--- src/rtl/cmp_timer_pkg.sv ---
package cmp_timer_pkg;
    localparam int unsigned OFS_CTRL = 0;
    localparam int unsigned OFS_CMP  = 4;
    localparam int unsigned OFS_CNT  = 8;

    localparam int unsigned BIT_PEND = 0;
    localparam int unsigned BIT_IE   = 1;
    localparam int unsigned BIT_EN   = 2;

    typedef enum logic [1:0] {
        CH_IDLE     = 2'b00,
        CH_RUN      = 2'b01,
        CH_RUN_HIT  = 2'b11,
        CH_HALT_HIT = 2'b10
    } ch_state_e;
endpackage

--- src/rtl/cmp_timer_regs.sv ---
module cmp_timer_regs #(
    parameter int unsigned DATA_W = 32,
    parameter int unsigned ADDR_W = 4
) (
    input  logic              clk,
    input  logic              rst_n,
    input  logic [ADDR_W-1:0] addr,
    input  logic              wr_en,
    input  logic [DATA_W-1:0] wr_data,
    input  logic              rd_en,
    input  logic [DATA_W-1:0] cnt_q,
    input  logic              run_en,
    input  logic              pend,
    output logic              ctl_wr,
    output logic              cnt_wr,
    output logic [DATA_W-1:0] cmp_q,
    output logic              irq_en,
    output logic [DATA_W-1:0] rd_data
);
    import cmp_timer_pkg::*;

    localparam logic [ADDR_W-1:0] A_CTRL = ADDR_W'(OFS_CTRL);
    localparam logic [ADDR_W-1:0] A_CMP  = ADDR_W'(OFS_CMP);
    localparam logic [ADDR_W-1:0] A_CNT  = ADDR_W'(OFS_CNT);

    logic              cmp_wr;
    logic [DATA_W-1:0] rd_mux;

    assign ctl_wr = wr_en && (addr == A_CTRL);
    assign cmp_wr = wr_en && (addr == A_CMP);
    assign cnt_wr = wr_en && (addr == A_CNT);

    always_ff @(posedge clk or negedge rst_n) begin
        if (!rst_n) begin
            cmp_q  <= '0;
            irq_en <= 1'b0;
        end else begin
            if (cmp_wr) cmp_q  <= wr_data;
            if (ctl_wr) irq_en <= wr_data[BIT_IE];
        end
    end

    always_comb begin
        rd_mux = '0;
        if (addr == A_CTRL) begin
            rd_mux[BIT_PEND] = pend;
            rd_mux[BIT_IE]   = irq_en;
            rd_mux[BIT_EN]   = run_en;
        end else if (addr == A_CMP) begin
            rd_mux = cmp_q;
        end else if (addr == A_CNT) begin
            rd_mux = cnt_q;
        end
    end

    always_ff @(posedge clk or negedge rst_n) begin
        if (!rst_n)     rd_data <= '0;
        else if (rd_en) rd_data <= rd_mux;
    end
endmodule

--- src/rtl/cmp_timer_counter.sv ---
module cmp_timer_counter #(
    parameter int unsigned DATA_W = 32
) (
    input  logic              clk,
    input  logic              rst_n,
    input  logic              run_en,
    input  logic              load,
    input  logic [DATA_W-1:0] load_val,
    input  logic [DATA_W-1:0] cmp_val,
    output logic [DATA_W-1:0] cnt_q,
    output logic              match
);
    localparam logic [DATA_W-1:0] ONE = DATA_W'(1);

    always_ff @(posedge clk or negedge rst_n) begin
        if (!rst_n)      cnt_q <= '0;
        else if (load)   cnt_q <= load_val;
        else if (run_en) cnt_q <= cnt_q + ONE;
    end

    assign match = run_en && (cnt_q == cmp_val);
endmodule

--- src/rtl/cmp_timer_fsm.sv ---
module cmp_timer_fsm (
    input  logic clk,
    input  logic rst_n,
    input  logic ctl_wr,
    input  logic set_en,
    input  logic clr_req,
    input  logic match,
    output logic run_en,
    output logic pend
);
    import cmp_timer_pkg::*;

    ch_state_e state_q, state_d;
    logic      ack;

    assign ack = ctl_wr && clr_req && !match;

    always_ff @(posedge clk or negedge rst_n) begin
        if (!rst_n) state_q <= CH_IDLE;
        else        state_q <= state_d;
    end

    always_comb begin
        state_d = state_q;
        unique case (state_q)
            CH_IDLE: begin
                if (ctl_wr && set_en) state_d = CH_RUN;             // start
            end
            CH_RUN: begin
                if (match)
                    state_d = (ctl_wr && !set_en) ? CH_HALT_HIT : CH_RUN_HIT; // hit
                else if (ctl_wr && !set_en)
                    state_d = CH_IDLE;                              // stop
            end
            CH_RUN_HIT: begin
                if (ack)
                    state_d = set_en ? CH_RUN : CH_IDLE;            // acknowledge
                else if (ctl_wr && !set_en)
                    state_d = CH_HALT_HIT;                          // stop
            end
            CH_HALT_HIT: begin
                if (ack)
                    state_d = set_en ? CH_RUN : CH_IDLE;            // acknowledge
                else if (ctl_wr && set_en)
                    state_d = CH_RUN_HIT;                           // resume
            end
            default: state_d = CH_IDLE;
        endcase
    end

    always_comb begin
        run_en = 1'b0;
        pend   = 1'b0;
        unique case (state_q)
            CH_IDLE:     begin run_en = 1'b0; pend = 1'b0; end
            CH_RUN:      begin run_en = 1'b1; pend = 1'b0; end
            CH_RUN_HIT:  begin run_en = 1'b1; pend = 1'b1; end
            CH_HALT_HIT: begin run_en = 1'b0; pend = 1'b1; end
            default:     begin run_en = 1'b0; pend = 1'b0; end
        endcase
    end
endmodule

--- src/rtl/cmp_timer.sv ---
module cmp_timer #(
    parameter int unsigned DATA_W = 32,
    parameter int unsigned ADDR_W = 4
) (
    input  logic              clk,
    input  logic              rst_n,
    input  logic [ADDR_W-1:0] addr,
    input  logic              wr_en,
    input  logic [DATA_W-1:0] wr_data,
    input  logic              rd_en,
    output logic [DATA_W-1:0] rd_data,
    output logic              irq
);
    import cmp_timer_pkg::*;

    logic              ctl_wr, cnt_wr, irq_en, run_en, pend, match;
    logic [DATA_W-1:0] cnt_q, cmp_q;

    cmp_timer_regs #(.DATA_W(DATA_W), .ADDR_W(ADDR_W)) u_regs (
        .clk(clk), .rst_n(rst_n), .addr(addr), .wr_en(wr_en),
        .wr_data(wr_data), .rd_en(rd_en), .cnt_q(cnt_q),
        .run_en(run_en), .pend(pend), .ctl_wr(ctl_wr), .cnt_wr(cnt_wr),
        .cmp_q(cmp_q), .irq_en(irq_en), .rd_data(rd_data)
    );

    cmp_timer_counter #(.DATA_W(DATA_W)) u_cnt (
        .clk(clk), .rst_n(rst_n), .run_en(run_en), .load(cnt_wr),
        .load_val(wr_data), .cmp_val(cmp_q), .cnt_q(cnt_q), .match(match)
    );

    cmp_timer_fsm u_fsm (
        .clk(clk), .rst_n(rst_n), .ctl_wr(ctl_wr),
        .set_en(wr_data[BIT_EN]), .clr_req(wr_data[BIT_PEND]),
        .match(match), .run_en(run_en), .pend(pend)
    );

    assign irq = pend && irq_en;
endmodule

--- config.mk ---
export PLATFORM = sky130hd
export DESIGN_NAME = cmp_timer
export DESIGN_NICKNAME = d
export VERILOG_FILES = /design/src/rtl/cmp_timer_pkg.sv /design/src/rtl/cmp_timer_regs.sv /design/src/rtl/cmp_timer_counter.sv /design/src/rtl/cmp_timer_fsm.sv /design/src/rtl/cmp_timer.sv
export SDC_FILE = /design/constraint.sdc
export NUM_CORES = 1
export LEC_CHECK = 0
export CAP_MARGIN = 20
export CORE_ASPECT_RATIO = 0.9
export CORE_UTILIZATION = 35
export CTS_CLUSTER_SIZE = 14
export DETAILED_ROUTE_END_ITERATION = 10
export GPL_TIMING_DRIVEN = 0
export MAX_ROUTING_LAYER = met4
export PLACE_DENSITY_LB_ADDON = 0.25
export SLEW_MARGIN = 20
export SYNTH_ARGS = -nofsm -noshare
export SYNTH_HDL_FRONTEND = slang
export SYNTH_SLANG_ARGS = --single-unit
--- constraint.sdc ---
create_clock -name clk -period 2 [get_ports clk]
set_clock_uncertainty 0.15 [all_clocks]
set_input_delay 0.3 -clock clk [delete_from_list [all_inputs] [get_ports clk]]
set_output_delay 0.3 -clock clk [all_outputs]
set_load 0.05 [all_outputs]
==> metrics <==
Post-Syn Area 0.00511 sq mm; Wirelength per Cell 18.7 um; number of max-cap violations 0; Pwr Total 0.00784 W; die area 0.0151 sq mm; row cnt 41; FF+latch count, synth 99; Hold Path Class input pin to register; DP Worst Slack -1220 ps; HPWL after detailed placement 10,500 um; reg-to-reg setup timing slack -70 ps; worst-margin pin slew 670 ps; Tcrit/Tclk final 103%; Initial Util 36.2%; EDFF count, synth 0; drt drc 0; Clock Tree Root clkbuf_16; Core Region 0.0141 sq mm; IO Count 73; fin nets 688; Slew Limit Fails 0; Clock Latency Late Sink 370 ps; Top Family by Delay on Critical Path simple AND/OR/NAND/NOR gates; initial antenna violation count 0; Cells after DPL 770; crit end category register; pwr dens 1100 mW/mm^2; Post-DRT Antenna Nets 0; vias in the first global route 4,406; Setup CP Type register to register; ys flop type dfrtp_1; grt ovf 0; crit-path cells ha_4, and3_4, nand4_1, buf_4, or4b_4, a31oi_1; clock sinks 99; VDD IR max 0.000576 V; Leak 3.08 nW; vias 4,630; crit path time final 2070 ps; asr flop ratio synth 100%; CTS clk-pin slew, worst paths 70 ps; Die Y 117 um; drt initial violations 365; Crit-path slowest cell or4b_4; Area Growth Syn to Fin 39.4%; RSZ-0062 raised after global routing yes; headroom to the max-slew limit 55.3%; status complete, but fails checks; Max Clk Rate 0.484 GHz; Data required, critical path 2130 ps; Syn. warnings 0; final wirelength 15,800 um; input/output buffers 71; Clock Tree Buf Depth 2; setup_tns -86.1 ps; Max FO, Critical Path 4; layout cells sized above 1 26.5%; DRT Pass-1 Iters 5; Setup crit start kind register; final worst slack -66.6 ps; post-synth cell types 42; depth of the CTS H-tree 3; CP arrival 2200 ps; CTS buffer count 9; Chip Width 129 um; Hold Vio Cnt, Final 0; TritonCTS clock tree yes; failing checks negative setup slack; placer congestion estimate 0.867; CP Buf/Inv Count 1; Non-Filler Instances 845; Total GRT Usage 22.3%; largest net degree at the start of global routing 55; n_diodes 0; DR vias/cell 5.48; Mapped Cells 505; Final setup viols 4; first-pass GRT wire length 24,000 um; syn_area_per_cell 10.1 sq um; sequential fraction of the synthesis area 48.5%; delay of the slowest cell on the worst path 460 ps; Post-Syn Nets 546
logic make-up (layout without fill, tap and decap cells):
logic type                 Yosys count  after routing  synth area share, %
DFF                                 99             99                 48.5
muxes                               35             35                 7.69
xor gates and xnor gates            46             46                 7.89
buffers and inverters               76            223                 6.08
AOI/OAI and AO/OA                  119            119                 15.1
adders and majority gates            1              1                0.245
and+or+nand+nor                    129            129                 14.5
timing repair:
action	in CTS	in global routing
pin swaps	16	16
endpoints found under the setup margin	100	96
setup buffers	35	28
gates cloned	1	0
gates resized for setup	64	48
hold endpoints to repair	45	0
hold buffers	1	0
layer usage:
metal | vias to the layer above | global-route usage (%) | wire (um)
met4 | 0 | 5.80 | 179
met5 | - | - | 0
met1 | 2323 | 30.1 | 7270
li1 | 2118 | - | -
met3 | 12 | 5.41 | 1050
met2 | 177 | 33.2 | 7330
state kept, by name, indices dropped and copies added, names as in the netlist:
register and count:
u_cnt.cnt_q 32, u_fsm.state_q 2, u_regs.cmp_q 32, u_regs.irq_en 1, u_regs.rd_data 32
stage by stage:
step / util [%] / hold WS [ps] / instance area (sq um)
6_report: 50.5 / 183 / 7120
5_1_grt: 50.5 / 220 / 7120
4_1_cts: 48.5 / 177 / 6850
3_5_place_dp: 43.2 / 123 / 6090
3_3_place_gp: 43.0 / 359 / 6060
2_1_floorplan: - / -146 / 5110
synthesized netlist by cell type, drive strengths merged, types with 14 or more instances:
master	n	area (sq um)
dfrtp	99	2480
xor2	39	342
inv	34	128
mux2	34	383
nor2	34	128
a22oi	29	218
o22ai	29	181
clkbuf	23	86.3
buf	19	96.3
a31oi	17	106
nand4	16	121
a21oi	14	70.1
nand2	14	52.6
o21ai	14	70.1
placed cells by master (no fill, tap or decap), types with 12 or more instances in the layout:
cell / instances
dfrtp_1: 87
nor2_1: 34
nand4_1: 14
a31oi_1: 17
clkdlybuf4s50_1: 54
buf_4: 64
inv_1: 34
a21oi_1: 14
buf_6: 15
dlymetal6s2s_1: 14
nand2_1: 13
xor2_1: 39
o21ai_0: 12
mux2_2: 32
o22ai_1: 29
dfrtp_2: 12
nand3_1: 12
a22oi_1: 29
power breakdown:
part           internal [W]  switching [W]  total [W]
logic               0.00154        0.00164    0.00317
registers           0.00245       0.000419    0.00287
clock network       0.00101       0.000789    0.00180
total               0.00499        0.00284    0.00784
area by class of cell:
cell class	count	area, sq um
Inverter	34	128
Tap cell	193	241
Fill cell	1262	6990
Buffer	36	280
Clock buffer	11	243
Timing Repair Buffer	137	1270
Multi-Input combinational cell	330	2400
Clock inverter	5	62.6
Sequential cell	99	2490
path summary, 6_finish.rpt:
check / start / end / cells past startpoint
max: u_cnt.cnt_q[1] / u_cnt.cnt_q[16] / 6
min: rd_en / u_regs.rd_data[1] / 2
max reg2reg: u_cnt.cnt_q[1] / u_cnt.cnt_q[16] / 6
min reg2reg: u_regs.rd_data[1] / u_regs.rd_data[1] / 2
max in group asynchronous: rst_n / u_cnt.cnt_q[1] / 3
min in group asynchronous: rst_n / u_regs.cmp_q[9] / 2
No activity file was read; power rests on OpenSTA's default activity.
